<file path="config.mk">
export PLATFORM = sky130hd
export DESIGN_NAME = arith_fb
export DESIGN_NICKNAME = d
export VERILOG_FILES = /design/src/rtl/arith_fb_pkg.sv /design/src/rtl/arith_fb_native.sv /design/src/rtl/arith_fb_tcache.sv /design/src/rtl/arith_fb_ctrl.sv /design/src/rtl/arith_fb.sv
export SDC_FILE = /design/constraint.sdc
export NUM_CORES = 1
export LEC_CHECK = 0
export ABC_CLOCK_PERIOD_IN_PS = 4400
export BUFFER_PORTS_ARGS = -buffer_cell sky130_fd_sc_hd__buf_2
export CAP_MARGIN = 25
export CORE_MARGIN = 2
export CORE_UTILIZATION = 50
export DETAILED_ROUTE_END_ITERATION = 10
export PLACE_DENSITY_LB_ADDON = 0.1
export SLEW_MARGIN = 0
export SYNTH_ARGS = -nofsm -noshare
export SYNTH_HDL_FRONTEND = slang
export SYNTH_SLANG_ARGS = --single-unit
</file>
<file path="constraint.sdc">
create_clock -name clk_i -period 4.4 [get_ports clk_i]
set_clock_uncertainty 0.15 [all_clocks]
set_input_delay 0.44 -clock clk_i [delete_from_list [all_inputs] [get_ports clk_i]]
set_output_delay 0.44 -clock clk_i [all_outputs]
set_load 0.02 [all_outputs]
</file>
<file path="src/rtl/arith_fb_pkg.sv">
package arith_fb_pkg;
  typedef enum logic {OP_ADD = 1'b0, OP_MUL = 1'b1} fb_op_e;
  typedef enum logic [1:0] {ST_IDLE = 2'd0, ST_LOOK = 2'd1, ST_MISS = 2'd2} fb_state_e;
endpackage

</file>
<file path="src/rtl/arith_fb_native.sv">
module arith_fb_native import arith_fb_pkg::*; #(
  parameter int OPW = 4,
  localparam int RES_W = 2 * OPW
) (
  input  fb_op_e           op_i,
  input  logic [OPW-1:0]   a_i,
  input  logic [OPW-1:0]   b_i,
  output logic [RES_W-1:0] res_o
);
  logic [RES_W-1:0] a_ext, b_ext;
  assign a_ext = RES_W'(a_i);
  assign b_ext = RES_W'(b_i);

  always_comb begin
    unique case (op_i)
      OP_ADD:  res_o = a_ext + b_ext;
      OP_MUL:  res_o = a_ext * b_ext;
      default: res_o = '0;
    endcase
  end
endmodule

</file>
<file path="src/rtl/arith_fb_tcache.sv">
module arith_fb_tcache #(
  parameter int OPW     = 4,
  parameter int ENTRIES = 16,
  localparam int RES_W  = 2 * OPW,
  localparam int KW     = 1 + 2 * OPW,
  localparam int IW     = $clog2(ENTRIES)
) (
  input  logic             clk_i,
  input  logic             rst_ni,
  input  logic [KW-1:0]    key_i,
  output logic             hit_o,
  output logic [RES_W-1:0] data_o,
  input  logic             fill_i,
  input  logic [RES_W-1:0] fill_data_i
);
  logic [KW-1:0]    tag_q  [ENTRIES];
  logic [RES_W-1:0] data_q [ENTRIES];
  logic [ENTRIES-1:0] vld_q;
  logic [IW-1:0]    idx;

  // fold the two operand fields so both spread across the sets
  assign idx = key_i[IW-1:0] ^ key_i[OPW +: IW];

  for (genvar e = 0; e < ENTRIES; e++) begin : g_ent
    always_ff @(posedge clk_i or negedge rst_ni) begin
      if (!rst_ni) begin
        vld_q[e]  <= 1'b0;
        tag_q[e]  <= '0;
        data_q[e] <= '0;
      end else if (fill_i && idx == IW'(e)) begin
        vld_q[e]  <= 1'b1;
        tag_q[e]  <= key_i;
        data_q[e] <= fill_data_i;
      end
    end
  end

  assign hit_o  = vld_q[idx] && (tag_q[idx] == key_i);
  assign data_o = data_q[idx];
endmodule

</file>
<file path="src/rtl/arith_fb_ctrl.sv">
module arith_fb_ctrl import arith_fb_pkg::*; #(
  parameter int OPW    = 4,
  parameter int MEM_AW = 16,
  parameter logic [MEM_AW-2*OPW-1:0] ADD_BASE = 'h10,
  parameter logic [MEM_AW-2*OPW-1:0] MUL_BASE = 'h20,
  localparam int RES_W = 2 * OPW,
  localparam int KW    = 1 + 2 * OPW
) (
  input  logic              clk_i,
  input  logic              rst_ni,
  input  logic              req_valid_i,
  output logic              req_ready_o,
  input  fb_op_e            req_op_i,
  input  logic [OPW-1:0]    req_a_i,
  input  logic [OPW-1:0]    req_b_i,
  input  logic [1:0]        unit_off_i,
  input  logic [RES_W-1:0]  native_res_i,
  output logic [KW-1:0]     key_o,
  input  logic              lk_hit_i,
  input  logic [RES_W-1:0]  lk_data_i,
  output logic              fill_o,
  output logic              rsp_valid_o,
  output logic [RES_W-1:0]  rsp_data_o,
  output logic              rsp_lut_o,
  output logic              mem_req_o,
  output logic [MEM_AW-1:0] mem_addr_o,
  input  logic              mem_rvalid_i,
  input  logic [RES_W-1:0]  mem_rdata_i
);
  fb_state_e        st_q;
  logic [KW-1:0]    key_q;
  logic             rsp_valid_q, rsp_lut_q;
  logic [RES_W-1:0] rsp_data_q;
  logic             op_off;
  logic [MEM_AW-2*OPW-1:0] base;

  assign op_off = unit_off_i[req_op_i];

  always_ff @(posedge clk_i or negedge rst_ni) begin
    if (!rst_ni) begin
      st_q        <= ST_IDLE;
      key_q       <= '0;
      rsp_valid_q <= 1'b0;
      rsp_data_q  <= '0;
      rsp_lut_q   <= 1'b0;
    end else begin
      rsp_valid_q <= 1'b0;
      unique case (st_q)
        ST_IDLE: if (req_valid_i) begin
          key_q <= {req_op_i, req_a_i, req_b_i};
          if (op_off) begin
            st_q <= ST_LOOK;
          end else begin
            rsp_valid_q <= 1'b1;
            rsp_data_q  <= native_res_i;
            rsp_lut_q   <= 1'b0;
          end
        end
        ST_LOOK: begin
          if (lk_hit_i) begin
            rsp_valid_q <= 1'b1;
            rsp_data_q  <= lk_data_i;
            rsp_lut_q   <= 1'b1;
            st_q        <= ST_IDLE;
          end else begin
            st_q <= ST_MISS;
          end
        end
        ST_MISS: if (mem_rvalid_i) begin
          rsp_valid_q <= 1'b1;
          rsp_data_q  <= mem_rdata_i;
          rsp_lut_q   <= 1'b1;
          st_q        <= ST_IDLE;
        end
        default: st_q <= ST_IDLE;
      endcase
    end
  end

  assign base        = key_q[KW-1] ? MUL_BASE : ADD_BASE;
  assign req_ready_o = (st_q == ST_IDLE);
  assign mem_req_o   = (st_q == ST_MISS);
  assign mem_addr_o  = {base, key_q[2*OPW-1:0]};
  assign fill_o      = (st_q == ST_MISS) && mem_rvalid_i;
  assign key_o       = key_q;
  assign rsp_valid_o = rsp_valid_q;
  assign rsp_data_o  = rsp_data_q;
  assign rsp_lut_o   = rsp_lut_q;
endmodule

</file>
<file path="src/rtl/arith_fb.sv">
module arith_fb import arith_fb_pkg::*; #(
  parameter int OPW     = 4,
  parameter int ENTRIES = 16,
  parameter int MEM_AW  = 16,
  parameter logic [MEM_AW-2*OPW-1:0] ADD_BASE = 'h10,
  parameter logic [MEM_AW-2*OPW-1:0] MUL_BASE = 'h20
) (
  input  logic              clk_i,
  input  logic              rst_ni,
  input  logic              req_valid_i,
  output logic              req_ready_o,
  input  logic              req_op_i,
  input  logic [OPW-1:0]    req_a_i,
  input  logic [OPW-1:0]    req_b_i,
  input  logic [1:0]        unit_hot_i,
  input  logic [1:0]        unit_bad_i,
  output logic              rsp_valid_o,
  output logic [2*OPW-1:0]  rsp_data_o,
  output logic              rsp_lut_o,
  output logic              mem_req_o,
  output logic [MEM_AW-1:0] mem_addr_o,
  input  logic              mem_rvalid_i,
  input  logic [2*OPW-1:0]  mem_rdata_i
);
  localparam int RES_W = 2 * OPW;
  localparam int KW    = 1 + 2 * OPW;

  fb_op_e           op;
  logic [RES_W-1:0] native_res, lk_data;
  logic [KW-1:0]    key;
  logic             lk_hit, fill;

  assign op = fb_op_e'(req_op_i);

  arith_fb_native #(.OPW(OPW)) u_native (
    .op_i(op), .a_i(req_a_i), .b_i(req_b_i), .res_o(native_res)
  );

  arith_fb_tcache #(.OPW(OPW), .ENTRIES(ENTRIES)) u_tcache (
    .clk_i(clk_i), .rst_ni(rst_ni), .key_i(key), .hit_o(lk_hit),
    .data_o(lk_data), .fill_i(fill), .fill_data_i(mem_rdata_i)
  );

  arith_fb_ctrl #(
    .OPW(OPW), .MEM_AW(MEM_AW), .ADD_BASE(ADD_BASE), .MUL_BASE(MUL_BASE)
  ) u_ctrl (
    .clk_i(clk_i), .rst_ni(rst_ni),
    .req_valid_i(req_valid_i), .req_ready_o(req_ready_o),
    .req_op_i(op), .req_a_i(req_a_i), .req_b_i(req_b_i),
    .unit_off_i(unit_hot_i | unit_bad_i), .native_res_i(native_res),
    .key_o(key), .lk_hit_i(lk_hit), .lk_data_i(lk_data), .fill_o(fill),
    .rsp_valid_o(rsp_valid_o), .rsp_data_o(rsp_data_o), .rsp_lut_o(rsp_lut_o),
    .mem_req_o(mem_req_o), .mem_addr_o(mem_addr_o),
    .mem_rvalid_i(mem_rvalid_i), .mem_rdata_i(mem_rdata_i)
  );
endmodule

</file>
==> results of run 1 <==
## per-layer routing
metal | vias up | share of wire [%] | wire length (um)
met1 | 5825 | 43 | 18670
li1 | 5188 | - | -
met3 | 89 | 7.8 | 3422
met5 | - | 0 | 0
met2 | 516 | 46 | 20110
met4 | 0 | 3.3 | 1462
## synthesized netlist by cell type (6+ instances only)
cell type / count
sky130_fd_sc_hd__a21oi_1: 36
sky130_fd_sc_hd__a221oi_1: 10
sky130_fd_sc_hd__and2_1: 19
sky130_fd_sc_hd__buf_2: 10
sky130_fd_sc_hd__buf_4: 13
sky130_fd_sc_hd__buf_6: 10
sky130_fd_sc_hd__clkbuf_1: 65
sky130_fd_sc_hd__dfrtp_1: 309
sky130_fd_sc_hd__ha_1: 20
sky130_fd_sc_hd__inv_1: 9
sky130_fd_sc_hd__mux2_2: 8
sky130_fd_sc_hd__mux4_1: 23
sky130_fd_sc_hd__mux4_2: 49
sky130_fd_sc_hd__nand2_1: 714
sky130_fd_sc_hd__nand2b_1: 17
sky130_fd_sc_hd__nand3_1: 9
sky130_fd_sc_hd__nand4_1: 11
sky130_fd_sc_hd__nor2_1: 87
sky130_fd_sc_hd__nor3_1: 20
sky130_fd_sc_hd__nor4_1: 6
sky130_fd_sc_hd__o21ai_0: 34
sky130_fd_sc_hd__o22ai_1: 20
sky130_fd_sc_hd__xnor2_1: 15
## cells by family after synthesis
family,synth area share [%]
DFF,51.33
AOI/OAI and AO/OA,4.809
buffers and inverters,4.211
xor gates and xnor gates,1.562
adders and majority gates,2.326
other,0.02490
and+or+nand+nor,23.80
muxes,11.94
## flip-flops by register name, indices dropped and copies added (netlist names)
name                flops
u_ctrl.rsp_valid_o      1
u_tcache.data_q       128
u_ctrl.key_o            9
u_ctrl.rsp_lut_o        1
u_tcache.tag_q        144
u_ctrl.st_q             2
u_tcache.vld_q         16
u_ctrl.rsp_data_o       8
## cell type report
class / count / area (um^2) / area share (%)
clock buffers: 48 / 1007 / 6.047
clock inverters: 13 / 93.84 / 0.5634
inverters: 9 / 33.78 / 0.2028
multi-input cells: 1146 / 6726 / 40.38
flip-flops and latches: 309 / 7732 / 46.42
well taps: 390 / 488.0 / 2.929
repair buffers: 82 / 575.6 / 3.455
## metrics by stage
step | worst slack, ps | power (uW) | utilization, % | hold slack [ps] | cells
4_1_cts | 835.3 | 13580 | 56.20 | 67.10 | 1997
2_1_floorplan | 1045 | 8996 | - | -5.591 | 1569
5_1_grt | 613.6 | 14380 | 56.20 | 76.01 | 1997
3_5_place_dp | 695.3 | 10720 | 52.45 | 297.5 | 1935
3_3_place_gp | 710.1 | 10630 | 52.45 | 293.9 | 1935
6_report | 834.6 | 13610 | 56.20 | 77.83 | 1997
## worst max-delay path, delay by kind of cell (launching register included)
family / cells / cell delay, ps
compound gates: 1 / 430
xor+xnor: 2 / 630
buf+inv: 1 / 300
mux: 1 / 650
flops: 1 / 440
simple gates: 4 / 800
## power by group
part           internal (uW)  leakage, uW  switching [uW]
logic                   2480      0.00398            3850
registers               3840      0.00415             616
clock network           1660     0.000555            1170
total                   7980      0.00869            5630
## worst paths after layout
kind / end / from / cells after the start
max: u_ctrl.rsp_data_o[7] / u_ctrl.key_o[0] / 9
min: u_ctrl.key_o[2] / req_b_i[2] / 2
max reg2reg: u_ctrl.rsp_data_o[7] / u_ctrl.key_o[0] / 9
min reg2reg: u_tcache.vld_q[8] / u_tcache.vld_q[8] / 1
max in group asynchronous: u_tcache.data_q[66] / rst_ni / 3
min in group asynchronous: u_tcache.tag_q[65] / rst_ni / 2
==> report_table.html, run 1 <==
<table>
<tr><th>Metric</th><th>Value</th></tr>
<tr><th colspan="2">Min path</th></tr>
<tr><td>Worst hold path type</td><td>primary input to register</td></tr>
<tr><th colspan="2">Placed design</th></tr>
<tr><td>Standard cell area after detailed placement</td><td>0.01555 mm^2</td></tr>
<tr><td>Final estimated routing congestion in global placement</td><td>0.9170</td></tr>
<tr><td>Port buffer count</td><td>46</td></tr>
<tr><td>HPWL Detailed</td><td>28.05 mm</td></tr>
<tr><th colspan="2">Setup path</th></tr>
<tr><td>Critical path peak fanout</td><td>31</td></tr>
<tr><td>Startpoint types</td><td>register</td></tr>
<tr><td>Cells along the critical path</td><td>xor2_4 -&gt; buf_12 -&gt; mux4_1 -&gt; nor2_1 -&gt; nor4_1 -&gt; xnor2_1 -&gt; nand4_2 -&gt; a221oi_1 -&gt; nand3_1</td></tr>
<tr><td>CP endpoint kind</td><td>register</td></tr>
<tr><td>Worst EP required</td><td>4640 ps</td></tr>
<tr><td>Endpoint arrival time on the critical path</td><td>3810 ps</td></tr>
<tr><td>Worst setup path category</td><td>register to register</td></tr>
<tr><td>Critical path's largest stage delay</td><td>650 ps</td></tr>
<tr><td>Internal reg-to-reg setup slack</td><td>830 ps</td></tr>
<tr><td>Highest-delay cell along the critical path</td><td>sky130_fd_sc_hd__mux4_1</td></tr>
<tr><th colspan="2">Floorplanning</th></tr>
<tr><td>Boundary pin count</td><td>53</td></tr>
<tr><td>Effective utilization at floorplan</td><td>50.82%</td></tr>
<tr><td>Row count</td><td>63</td></tr>
<tr><td>Horizontal die dimension</td><td>177.6 um</td></tr>
<tr><td>Die area</td><td>0.03153 mm^2</td></tr>
<tr><td>Area of the core</td><td>0.02964 mm^2</td></tr>
<tr><td>Height of the die</td><td>177.6 um</td></tr>
<tr><th colspan="2">Final layout</th></tr>
<tr><td>Fill cells</td><td>2673</td></tr>
<tr><td>Commonest cells after routing, fill and taps aside</td><td>sky130_fd_sc_hd__nand2_1, sky130_fd_sc_hd__dfrtp_1, sky130_fd_sc_hd__nor2_1</td></tr>
<tr><td>Most common cell after layout, fill and taps aside</td><td>sky130_fd_sc_hd__nand2_1</td></tr>
<tr><td>Layout area overhead</td><td>10.58%</td></tr>
<tr><td>Final Net Count</td><td>1633</td></tr>
<tr><td>Post-route cell area</td><td>0.01666 mm^2</td></tr>
<tr><td>Antenna Diode Count</td><td>0</td></tr>
<tr><td>Share of final-layout standard cells stronger than drive strength 1</td><td>12.63%</td></tr>
<tr><th colspan="2">Run</th></tr>
<tr><td>MaxCap Viol Count</td><td>0</td></tr>
<tr><th colspan="2">Clock tree</th></tr>
<tr><td>Clock slew seen by the registers of the worst setup and hold paths</td><td>60 ps</td></tr>
<tr><td>TritonCTS clock tree</td><td>yes</td></tr>
<tr><td>Clock buffer count from CTS</td><td>35</td></tr>
<tr><td>Total of cells resized after clock tree synthesis</td><td>0</td></tr>
<tr><td>Hold Buf Count CTS</td><td>1</td></tr>
<tr><td>Clock sink count</td><td>309</td></tr>
<tr><td>Clock root cell</td><td>sky130_fd_sc_hd__clkbuf_16</td></tr>
<tr><td>Largest buffer count on any clock path</td><td>3</td></tr>
<tr><td>Buffers inserted during post-CTS setup optimization</td><td>0</td></tr>
<tr><td>H-Tree Level Count</td><td>2</td></tr>
<tr><td>Clock latency on the worst-skew pair</td><td>520 ps</td></tr>
<tr><th colspan="2">Power and ir drop</th></tr>
<tr><td>Power density over the cells</td><td>817.0 mW/mm^2</td></tr>
<tr><td>Maximum resistive drop on vdd</td><td>441.8 uV</td></tr>
<tr><td>Leakage</td><td>0.008687 uW</td></tr>
<tr><th colspan="2">Logic synthesis</th></tr>
<tr><td>Flops &amp; latches, synth</td><td>309</td></tr>
<tr><td>Leading register cell type out of synthesis</td><td>sky130_fd_sc_hd__dfrtp_1</td></tr>
<tr><td>Mean post-synth cell area</td><td>9.631 um^2</td></tr>
<tr><td>Number of distinct standard cells referenced by the synthesized netlist</td><td>49</td></tr>
<tr><td>Synth top area share</td><td>51.33%</td></tr>
<tr><td>Combined area of all synthesized cells</td><td>0.01506 mm^2</td></tr>
<tr><td>Cells after synthesis</td><td>1564</td></tr>
<tr><td>Number of flops mapped to enable cells by yosys</td><td>0</td></tr>
<tr><td>Sequential cell area fraction in the yosys report</td><td>51.33%</td></tr>
<tr><td>Yosys warnings</td><td>0</td></tr>
<tr><td>Async SR Flop Fraction</td><td>100.0%</td></tr>
<tr><td>Largest cells by area after synthesis</td><td>sky130_fd_sc_hd__dfrtp_1, sky130_fd_sc_hd__nand2_1, sky130_fd_sc_hd__mux4_2, sky130_fd_sc_hd__mux4_1, sky130_fd_sc_hd__nor2_1</td></tr>
<tr><td>Leading area contributor after synthesis</td><td>sky130_fd_sc_hd__dfrtp_1</td></tr>
<tr><th colspan="2">Global routing</th></tr>
<tr><td>Overall routing resource usage</td><td>28.84%</td></tr>
<tr><td>Pin count of the biggest net entering global routing</td><td>110</td></tr>
<tr><td>Number of antenna violations at the first check in global routing</td><td>0</td></tr>
<tr><td>Number of global-route vias before repair</td><td>11380</td></tr>
<tr><td>First-pass GRT wire length</td><td>68.16 mm</td></tr>
<tr><td>Met1 track utilization from global routing</td><td>40.01%</td></tr>
<tr><td>Met2 track demand over resource in global routing</td><td>45.20%</td></tr>
<tr><td>Global route total overflow</td><td>0</td></tr>
<tr><td>Global-route track usage on met3</td><td>6.148%</td></tr>
<tr><td>GRT Max-Usage Layer</td><td>met2</td></tr>
<tr><th colspan="2">STA</th></tr>
<tr><td>Final setup vio count</td><td>0</td></tr>
<tr><td>Max-slew headroom</td><td>31.82%</td></tr>
<tr><td>Unrepaired setup endpoints after global routing</td><td>no</td></tr>
<tr><td>Number of failing hold endpoints at the final stage</td><td>0</td></tr>
<tr><td>Setup TNS</td><td>0 ps</td></tr>
<tr><td>Time the worst path needs with I/O delays and setup</td><td>3565 ps</td></tr>
<tr><td>Pins over their slew limit</td><td>0</td></tr>
<tr><td>Peak clock frequency supported by timing</td><td>280.5 MHz</td></tr>
<tr><td>Period Utilization, post-route</td><td>81.03%</td></tr>
<tr><td>Least-Margin Pin Slew</td><td>1020 ps</td></tr>
<tr><th colspan="2">Drt</th></tr>
<tr><td>Number of DRC violations after detailed-routing iteration 0</td><td>1220</td></tr>
<tr><td>DRT antenna net count</td><td>0</td></tr>
<tr><td>DRC Markers</td><td>0</td></tr>
<tr><td>Initial DRT Pass Iterations</td><td>5</td></tr>
<tr><td>Per-cell via count in the routed design</td><td>5.818</td></tr>
<tr><td>Via Count</td><td>11620</td></tr>
<tr><td>Routed length per instance</td><td>21.87 um</td></tr>
<tr><td>Total Routed Length</td><td>43.67 mm</td></tr>
<tr><th colspan="2">Run status</th></tr>
<tr><td>Result of the run</td><td>complete, no violations</td></tr>
</table>
Power figures use the tool's default switching activity.
==> inputs of run 2 (changes only) <==
Settings changed: ABC_CLOCK_PERIOD_IN_PS 4400 to 3700.
Clock period 4.4 ns to 3.7 ns, I/O delays scaled along.
==> report_table.html, run 2 (synthesis gave the netlist of run 1 again) <==
<table>
<tr><th>Metric</th><th>Value</th></tr>
<tr><th colspan="2">Clock tree</th></tr>
<tr><td>Clock buffer count from CTS</td><td>35 (unchanged)</td></tr>
<tr><td>TritonCTS clock tree</td><td>yes</td></tr>
<tr><td>Largest buffer count on any clock path</td><td>3 (unchanged)</td></tr>
<tr><td>Total of cells resized after clock tree synthesis</td><td>0 (unchanged)</td></tr>
<tr><td>Clock slew seen by the registers of the worst setup and hold paths</td><td>60 ps (about the same)</td></tr>
<tr><td>Clock root cell</td><td>sky130_fd_sc_hd__clkbuf_16</td></tr>
<tr><td>Clock sink count</td><td>309 (unchanged)</td></tr>
<tr><td>H-Tree Level Count</td><td>2 (unchanged)</td></tr>
<tr><td>Clock latency on the worst-skew pair</td><td>510 ps (about the same)</td></tr>
<tr><td>Buffers inserted during post-CTS setup optimization</td><td>0 (unchanged)</td></tr>
<tr><th colspan="2">STA</th></tr>
<tr><td>Unrepaired setup endpoints after global routing</td><td>no</td></tr>
<tr><td>Period Utilization, post-route</td><td>91.39% (+10 points)</td></tr>
<tr><td>Time the worst path needs with I/O delays and setup</td><td>3381 ps (-184.0 ps)</td></tr>
<tr><td>Final setup vio count</td><td>0 (unchanged)</td></tr>
<tr><td>Setup TNS</td><td>0 ps (unchanged)</td></tr>
<tr><td>Max-slew headroom</td><td>32.58% (+0.76 points)</td></tr>
<tr><td>Number of failing hold endpoints at the final stage</td><td>0 (unchanged)</td></tr>
<tr><td>Final worst hold slack</td><td>21.65 ps (-56.18 ps)</td></tr>
<tr><td>Peak clock frequency supported by timing</td><td>295.7 MHz (+5.4%)</td></tr>
<tr><td>Least-Margin Pin Slew</td><td>1004 ps (-16.10 ps)</td></tr>
<tr><td>Pins over their slew limit</td><td>0 (unchanged)</td></tr>
<tr><th colspan="2">Floorplanning</th></tr>
<tr><td>Boundary pin count</td><td>53 (unchanged)</td></tr>
<tr><td>Area of the core</td><td>0.02964 mm^2 (unchanged)</td></tr>
<tr><td>Effective utilization at floorplan</td><td>50.82% (unchanged)</td></tr>
<tr><td>Die area</td><td>0.03153 mm^2 (unchanged)</td></tr>
<tr><td>Height of the die</td><td>177.6 um (unchanged)</td></tr>
<tr><td>Row count</td><td>63 (unchanged)</td></tr>
<tr><td>Horizontal die dimension</td><td>177.6 um (unchanged)</td></tr>
<tr><th colspan="2">Global routing</th></tr>
<tr><td>Pin count of the biggest net entering global routing</td><td>91 (-17%)</td></tr>
<tr><td>Number of global-route vias before repair</td><td>11370 (-0.088%)</td></tr>
<tr><td>Overall routing resource usage</td><td>28.99% (+0.15 points)</td></tr>
<tr><td>First-pass GRT wire length</td><td>68.39 mm (+0.34%)</td></tr>
<tr><td>Number of antenna violations at the first check in global routing</td><td>0 (unchanged)</td></tr>
<tr><td>Global route total overflow</td><td>0 (unchanged)</td></tr>
<tr><th colspan="2">Drt</th></tr>
<tr><td>Per-cell via count in the routed design</td><td>5.749 (-1.2%)</td></tr>
<tr><td>Total Routed Length</td><td>43.98 mm (+0.71%)</td></tr>
<tr><td>Initial DRT Pass Iterations</td><td>5 (unchanged)</td></tr>
<tr><td>Routed length per instance</td><td>21.79 um (-0.34%)</td></tr>
<tr><td>DRC Markers</td><td>0 (unchanged)</td></tr>
<tr><td>Number of DRC violations after detailed-routing iteration 0</td><td>1174 (-3.8%)</td></tr>
<tr><td>DRT antenna net count</td><td>0 (unchanged)</td></tr>
<tr><td>Via Count</td><td>11600 (-0.14%)</td></tr>
<tr><th colspan="2">Setup path</th></tr>
<tr><td>CP endpoint kind</td><td>register</td></tr>
<tr><td>Cells along the critical path</td><td>xor2_4 -&gt; buf_12 -&gt; buf_12 -&gt; mux4_1 -&gt; o22ai_1 -&gt; nor3_1 -&gt; a221oi_1 -&gt; nor3_1 -&gt; a221oi_2 -&gt; nand3_1</td></tr>
<tr><td>Worst setup path category</td><td>register to register</td></tr>
<tr><td>Highest-delay cell along the critical path</td><td>sky130_fd_sc_hd__mux4_1</td></tr>
<tr><td>Worst EP required</td><td>3940 ps (-700 ps)</td></tr>
<tr><td>Critical path peak fanout</td><td>18 (-42%)</td></tr>
<tr><td>Startpoint types</td><td>register</td></tr>
<tr><td>Critical path's largest stage delay</td><td>620 ps (-30 ps)</td></tr>
<tr><td>Endpoint arrival time on the critical path</td><td>3620 ps (-190 ps)</td></tr>
<tr><th colspan="2">Power and ir drop</th></tr>
<tr><td>Total power draw</td><td>16890 uW (+24%)</td></tr>
<tr><td>Maximum resistive drop on vdd</td><td>527.3 uV (+19%)</td></tr>
<tr><td>Leakage</td><td>0.008854 uW (+1.9%)</td></tr>
<tr><td>Power density over the cells</td><td>994.1 mW/mm^2 (+22%)</td></tr>
<tr><th colspan="2">Final layout</th></tr>
<tr><td>Antenna Diode Count</td><td>0 (unchanged)</td></tr>
<tr><td>Commonest cells after routing, fill and taps aside</td><td>sky130_fd_sc_hd__nand2_1, sky130_fd_sc_hd__dfrtp_1, sky130_fd_sc_hd__nor2_1</td></tr>
<tr><td>Layout area overhead</td><td>12.77%</td></tr>
<tr><td>Share of final-layout standard cells stronger than drive strength 1</td><td>13.94% (+1.3 points)</td></tr>
<tr><td>Final Net Count</td><td>1654 (+1.3%)</td></tr>
<tr><td>Largest registers</td><td>u_tcache.tag_q (144), u_tcache.data_q (128), u_tcache.vld_q (16)</td></tr>
<tr><td>Largest register by flop count</td><td>u_tcache.tag_q</td></tr>
<tr><td>Area occupied by registers</td><td>0.007732 mm^2 (unchanged)</td></tr>
<tr><td>Multi-input combinational cell area</td><td>0.006726 mm^2 (unchanged)</td></tr>
<tr><td>Fill cells</td><td>2640 (-1.2%)</td></tr>
<tr><td>Number of flip-flops under the largest register name</td><td>144 (unchanged)</td></tr>
<tr><td>Core occupancy in the finished layout</td><td>57.31% (+1.1 points)</td></tr>
<tr><td>Most common cell after layout, fill and taps aside</td><td>sky130_fd_sc_hd__nand2_1</td></tr>
<tr><th colspan="2">Run</th></tr>
<tr><td>MaxCap Viol Count</td><td>0 (unchanged)</td></tr>
<tr><th colspan="2">Placed design</th></tr>
<tr><td>Port buffer count</td><td>46 (unchanged)</td></tr>
<tr><td>Final estimated routing congestion in global placement</td><td>0.9141 (-0.32%)</td></tr>
<tr><td>HPWL Detailed</td><td>28.63 mm (+2.1%)</td></tr>
<tr><th colspan="2">Min path</th></tr>
<tr><td>Worst hold path type</td><td>primary input to register</td></tr>
<tr><th colspan="2">Run status</th></tr>
<tr><td>Result of the run</td><td>complete, no violations</td></tr>
</table>
## run 2: power breakdown
| group | internal, uW | leakage (uW) | switching [uW] |
|---|---|---|---|
| Clock | 2390 | 0.000622 | 1400 |
| Sequential | 4560 | 0.00415 | 727 |
| Combinational | 3150 | 0.00408 | 4660 |
| Total | 10100 | 0.00885 | 6780 |
## run 2: layout make-up
| class | count | area share, % |
|---|---|---|
| Inverter | 9 | 0.1989 |
| Clock inverter | 16 | 1.554 |
| Tap cell | 390 | 2.873 |
| Clock buffer | 45 | 5.863 |
| Timing Repair Buffer | 103 | 4.390 |
| Multi-Input combinational cell | 1146 | 39.60 |
| Sequential cell | 309 | 45.52 |
## run 2: path summary, 6_finish.rpt
path / startpoint / end / slack, ps / cells after the start
setup / recovery: u_ctrl.key_o[4] / u_ctrl.rsp_data_o[2] / 320 / 10
hold reg to reg: u_tcache.vld_q[15] / u_tcache.vld_q[15] / 320 / 1
max in group asynchronous: rst_ni / u_tcache.data_q[7] / 2130 / 3
hold / removal: req_a_i[2] / u_ctrl.key_o[6] / 20 / 2
setup reg to reg: u_ctrl.key_o[4] / u_ctrl.rsp_data_o[2] / 320 / 10
min in group asynchronous: rst_ni / u_tcache.tag_q[38] / 320 / 2
## run 2: worst max-delay path, delay by kind of cell, from the launching register on
| kind | cells | cell delay, ps |
|---|---|---|
| AOI/OAI and AO/OA | 3 | 940 |
| xor gates and xnor gates | 1 | 310 |
| buffers and inverters | 2 | 410 |
| DFF | 1 | 480 |
| muxes | 1 | 620 |
| and+or+nand+nor | 3 | 320 |
## run 2: timing repair
item,4_1_cts,5_1_grt
endpoints found under the setup margin,0,0
hold buffers,1,0
endpoints found under the hold margin,86,0
## run 2: routing by layer
metal / global-route usage [%] / vias up / wire [um]
met5: 0 / - / 0
met4: 9.870 / 0 / 1532
met3: 5.206 / 99 / 3172
met2: 45.07 / 453 / 20340
met1: 41.34 / 5813 / 18930
li1: - / 5237 / -
## run 2: metrics by stage
step | instance area, um^2 | worst slack (ps) | std cells
final | 16990 | 318.7 | 2018
after global routing | 16990 | 209.4 | 2018
after CTS | 16990 | 362.8 | 2018
after detailed placement | 15720 | 60.81 | 1956
after global placement | 15720 | 74.48 | 1956
after floorplan | 15080 | 415.3 | 1569
==> inputs of run 3 (changes only) <==
Settings changed: SYNTH_HIERARCHICAL from default to 1.
==> report_table.html, run 3 <==
<table>
<tr><th>Metric</th><th>Value</th></tr>
<tr><th colspan="2">Setup path</th></tr>
<tr><td>Critical path peak fanout</td><td>5 (-13)</td></tr>
<tr><td>Number of cells traversed by the worst register-to-register path</td><td>13 (+3)</td></tr>
<tr><td>Startpoint types</td><td>register</td></tr>
<tr><td>Worst EP required</td><td>3940 ps (about the same)</td></tr>
<tr><td>Worst setup path category</td><td>register to register</td></tr>
<tr><td>Endpoint arrival time on the critical path</td><td>3910 ps (+290 ps)</td></tr>
<tr><td>Internal reg-to-reg setup slack</td><td>40 ps (-280 ps)</td></tr>
<tr><td>Critical path origin</td><td>u_ctrl/key_o[4]</td></tr>
<tr><td>CP endpoint kind</td><td>register</td></tr>
<tr><td>RR Endpoint</td><td>u_ctrl/rsp_data_o[6]</td></tr>
<tr><td>Launching point of the worst reg2reg path</td><td>u_ctrl/key_o[4]</td></tr>
<tr><th colspan="2">Clock tree</th></tr>
<tr><td>Clock slew seen by the registers of the worst setup and hold paths</td><td>60 ps (about the same)</td></tr>
<tr><td>Largest buffer count on any clock path</td><td>3 (unchanged)</td></tr>
<tr><td>TritonCTS clock tree</td><td>yes</td></tr>
<tr><td>Clock sink count</td><td>309 (unchanged)</td></tr>
<tr><td>Clock latency on the worst-skew pair</td><td>520 ps (about the same)</td></tr>
<tr><td>Clock buffer count from CTS</td><td>36 (+2.9%)</td></tr>
<tr><td>Clock root cell</td><td>sky130_fd_sc_hd__clkbuf_16</td></tr>
<tr><td>H-Tree Level Count</td><td>2 (unchanged)</td></tr>
<tr><th colspan="2">STA</th></tr>
<tr><td>Number of failing hold endpoints at the final stage</td><td>0 (unchanged)</td></tr>
<tr><td>Time the worst path needs with I/O delays and setup</td><td>3663 ps (+281.5 ps)</td></tr>
<tr><td>Peak clock frequency supported by timing</td><td>273.0 MHz (-7.7%)</td></tr>
<tr><td>Unrepaired setup endpoints after global routing</td><td>yes</td></tr>
<tr><td>Final setup vio count</td><td>0 (unchanged)</td></tr>
<tr><td>Min setup slack post-route</td><td>37.15 ps (-281.5 ps)</td></tr>
<tr><td>Pins over their slew limit</td><td>0 (unchanged)</td></tr>
<tr><td>Period Utilization, post-route</td><td>99.00% (+7.6 points)</td></tr>
<tr><td>Setup TNS</td><td>0 ps (unchanged)</td></tr>
<tr><td>Least-Margin Pin Slew</td><td>971.4 ps (-32.64 ps)</td></tr>
<tr><td>Max-slew headroom</td><td>35.08% (+2.5 points)</td></tr>
<tr><th colspan="2">Floorplanning</th></tr>
<tr><td>Area of the core</td><td>0.02964 mm^2 (unchanged)</td></tr>
<tr><td>Height of the die</td><td>177.6 um (about the same)</td></tr>
<tr><td>Die area</td><td>0.03155 mm^2 (about the same)</td></tr>
<tr><td>Horizontal die dimension</td><td>177.6 um (about the same)</td></tr>
<tr><td>Effective utilization at floorplan</td><td>50.85% (about the same)</td></tr>
<tr><td>Row count</td><td>63 (unchanged)</td></tr>
<tr><td>Boundary pin count</td><td>53 (unchanged)</td></tr>
<tr><th colspan="2">Placed design</th></tr>
<tr><td>HPWL Detailed</td><td>28.87 mm (+0.85%)</td></tr>
<tr><td>Final estimated routing congestion in global placement</td><td>0.8989 (-1.7%)</td></tr>
<tr><td>Post-Place Worst Slack</td><td>-158.0 ps (-218.8 ps)</td></tr>
<tr><td>Port buffer count</td><td>46 (unchanged)</td></tr>
<tr><th colspan="2">Min path</th></tr>
<tr><td>Worst Hold Endpoint</td><td>u_ctrl/key_o[0]</td></tr>
<tr><td>Worst hold stages</td><td>2 (unchanged)</td></tr>
<tr><td>Worst Min Path Start</td><td>req_b_i[0]</td></tr>
<tr><td>Worst hold path type</td><td>primary input to register</td></tr>
<tr><th colspan="2">Final layout</th></tr>
<tr><td>Final Net Count</td><td>1701 (+2.8%)</td></tr>
<tr><td>Largest registers</td><td>u_tcache/tag_q (144), u_tcache/data_q (128), u_tcache/vld_q (16)</td></tr>
<tr><td>Fill cells</td><td>2598 (-1.6%)</td></tr>
<tr><td>Antenna Diode Count</td><td>0 (unchanged)</td></tr>
<tr><td>Largest register by flop count</td><td>u_tcache/tag_q</td></tr>
<tr><td>Share of final-layout standard cells stronger than drive strength 1</td><td>18.70% (+4.8 points)</td></tr>
<tr><td>Layout area overhead</td><td>14.78%</td></tr>
<tr><td>Most common cell after layout, fill and taps aside</td><td>sky130_fd_sc_hd__nand2_1</td></tr>
<tr><td>Number of flip-flops under the largest register name</td><td>144 (unchanged)</td></tr>
<tr><td>Commonest cells after routing, fill and taps aside</td><td>sky130_fd_sc_hd__nand2_1, sky130_fd_sc_hd__dfrtp_1, sky130_fd_sc_hd__buf_4</td></tr>
<tr><th colspan="2">Global routing</th></tr>
<tr><td>First-pass GRT wire length</td><td>68.01 mm (-0.55%)</td></tr>
<tr><td>Global route total overflow</td><td>0 (unchanged)</td></tr>
<tr><td>Pin count of the biggest net entering global routing</td><td>77 (-15%)</td></tr>
<tr><td>Number of global-route vias before repair</td><td>11480 (+1.0%)</td></tr>
<tr><td>Number of antenna violations at the first check in global routing</td><td>0 (unchanged)</td></tr>
<tr><td>Overall routing resource usage</td><td>28.69% (-0.31 points)</td></tr>
<tr><th colspan="2">Logic synthesis</th></tr>
<tr><td>Yosys warnings</td><td>6 (+6)</td></tr>
<tr><td>Combined area of all synthesized cells</td><td>0.01507 mm^2 (about the same)</td></tr>
<tr><td>Sequential cell area fraction in the yosys report</td><td>51.30% (about the same)</td></tr>
<tr><td>Leading register cell type out of synthesis</td><td>sky130_fd_sc_hd__dfrtp_1</td></tr>
<tr><td>Number of distinct standard cells referenced by the synthesized netlist</td><td>56 (+14%)</td></tr>
<tr><td>Number of flops mapped to enable cells by yosys</td><td>0 (unchanged)</td></tr>
<tr><td>Async SR Flop Fraction</td><td>100.0% (unchanged)</td></tr>
<tr><td>Leading area contributor after synthesis</td><td>sky130_fd_sc_hd__dfrtp_1</td></tr>
<tr><td>Flops &amp; latches, synth</td><td>309 (unchanged)</td></tr>
<tr><td>Largest cells by area after synthesis</td><td>sky130_fd_sc_hd__dfrtp_1, sky130_fd_sc_hd__nand2_1, sky130_fd_sc_hd__mux4_2, sky130_fd_sc_hd__ha_1, sky130_fd_sc_hd__clkbuf_1</td></tr>
<tr><td>Cells after synthesis</td><td>1593 (+1.9%)</td></tr>
<tr><td>Most frequently used cell type in the post-synthesis netlist</td><td>sky130_fd_sc_hd__nand2_1</td></tr>
<tr><td>Mean post-synth cell area</td><td>9.461 um^2 (-1.8%)</td></tr>
<tr><td>Cell types with the highest counts after synthesis</td><td>sky130_fd_sc_hd__nand2_1, sky130_fd_sc_hd__dfrtp_1, sky130_fd_sc_hd__mux4_2</td></tr>
<tr><td>Synth top area share</td><td>51.30% (about the same)</td></tr>
<tr><th colspan="2">Drt</th></tr>
<tr><td>Routed length per instance</td><td>21.05 um (-3.4%)</td></tr>
<tr><td>Total Routed Length</td><td>43.44 mm (-1.2%)</td></tr>
<tr><td>Number of DRC violations after detailed-routing iteration 0</td><td>1107 (-5.7%)</td></tr>
<tr><td>Via Count</td><td>11500 (-0.84%)</td></tr>
<tr><td>DRT antenna net count</td><td>0 (unchanged)</td></tr>
<tr><td>Per-cell via count in the routed design</td><td>5.574 (-3.1%)</td></tr>
<tr><td>Initial DRT Pass Iterations</td><td>5 (unchanged)</td></tr>
<tr><td>DRC Markers</td><td>0 (unchanged)</td></tr>
<tr><th colspan="2">Power and ir drop</th></tr>
<tr><td>Power density over the cells</td><td>974.2 mW/mm^2 (-2.0%)</td></tr>
<tr><td>Maximum resistive drop on vdd</td><td>507.2 uV (-3.8%)</td></tr>
<tr><td>Leakage</td><td>0.008991 uW (+1.5%)</td></tr>
<tr><th colspan="2">Run</th></tr>
<tr><td>MaxCap Viol Count</td><td>0 (unchanged)</td></tr>
<tr><th colspan="2">Run status</th></tr>
<tr><td>Result of the run</td><td>complete, no violations</td></tr>
</table>
==> run 3: changes by cell type in the layout (fill, tap and decap cells not counted), moves of 15 or more <==
| cell | before | now |
|---|---|---|
| sky130_fd_sc_hd__nor2_1 | 87 | 39 |
| sky130_fd_sc_hd__nand2_1 | 714 | 804 |
| sky130_fd_sc_hd__o22ai_1 | 20 | 1 |
| sky130_fd_sc_hd__a21oi_1 | 36 | 14 |
| sky130_fd_sc_hd__mux4_1 | 23 | 0 |
| sky130_fd_sc_hd__nand2b_1 | 17 | 1 |
| sky130_fd_sc_hd__or2_2 | 0 | 16 |
| sky130_fd_sc_hd__mux2i_1 | 0 | 15 |
| sky130_fd_sc_hd__nor3_1 | 20 | 1 |
| sky130_fd_sc_hd__buf_4 | 50 | 69 |
| sky130_fd_sc_hd__mux4_2 | 49 | 68 |
==> run 3: worst max-delay path, stage by stage (launching register included) <==
cell                        delay [ps]
sky130_fd_sc_hd__dfrtp_2           440
sky130_fd_sc_hd__xor2_4            190
sky130_fd_sc_hd__buf_12            140
sky130_fd_sc_hd__clkbuf_16         140
sky130_fd_sc_hd__mux4_2            480
sky130_fd_sc_hd__mux2i_1           220
sky130_fd_sc_hd__mux2i_1           130
sky130_fd_sc_hd__xnor2_1           180
sky130_fd_sc_hd__nand4_1           130
sky130_fd_sc_hd__nor4_2            280
sky130_fd_sc_hd__buf_4             180
sky130_fd_sc_hd__nor2b_4            50
sky130_fd_sc_hd__or4_4             490
sky130_fd_sc_hd__mux2_4            320
==> run 3: layer usage <==
metal | track usage, % | up-vias | share of wire, %
met4 | 9.529 | 0 | 3.3
met2 | 45.62 | 439 | 47
li1 | - | 5240 | -
met3 | 4.949 | 77 | 7.4
met1 | 40.21 | 5748 | 42
met5 | 0 | - | 0
==> run 3: worst max-delay path by stage <==
stage / to / depth (start not counted) / slack, ps
floorplan: u_ctrl/rsp_data_o[0] / 12 / 130
global placement: u_ctrl/rsp_data_o[4] / 12 / -100
detailed placement: u_ctrl/rsp_data_o[6] / 12 / -160
CTS: u_ctrl/rsp_data_o[6] / 12 / 10
global route: u_ctrl/rsp_data_o[6] / 13 / -100
finish: u_ctrl/rsp_data_o[6] / 13 / 40
==> run 3: logic make-up after synthesis <==
logic type / share of synthesized area [%]
buffers and inverters: 4.275
and+or+nand+nor: 24.03
DFF: 51.30
other: 0.02488
xor gates and xnor gates: 1.328
adders and majority gates: 2.490
AOI/OAI and AO/OA: 3.204
muxes: 13.34
==> run 3: final cells by class <==
class / instances / area [um^2] / share of cell area, %
flip-flops and latches: 309 / 7735 / 44.71
multi-input cells: 1162 / 6819 / 39.42
clock buffers: 54 / 1111 / 6.422
repair buffers: 129 / 1018 / 5.887
well taps: 390 / 488.0 / 2.821
clock inverters: 9 / 87.58 / 0.5063
inverters: 11 / 41.29 / 0.2387
==> run 3: power by group <==
part	total, uW	internal (uW)	leakage (uW)	switching (uW)
Sequential	5330	4580	0.00415	755
Clock	3560	2150	0.000592	1410
Combinational	7960	3600	0.00425	4360
Total	16900	10300	0.00899	6530
==> run 3: through the flow <==
stage / cells / hold slack [ps] / util, % / area (um^2) / power [uW]
5_1_grt: 2064 / 24.65 / 58.37 / 17300 / 17810
6_report: 2064 / 21.44 / 58.37 / 17300 / 16850
3_3_place_gp: 1988 / 247.8 / 53.66 / 15900 / 12720
4_1_cts: 2055 / 3.936 / 57.89 / 17160 / 16530
3_5_place_dp: 1988 / 256.8 / 53.66 / 15900 / 12820
2_1_floorplan: 1598 / -75.59 / - / 15090 / 10390
==> run 3: repair_timing <==
action	4_1_cts	5_1_grt
pin swaps	1	5
hold buffers	2	0
endpoints found under the hold margin	72	0
buffers inserted	1	7
endpoints found under the setup margin	9	9
gates cloned	1	2
gates resized for setup	2	11
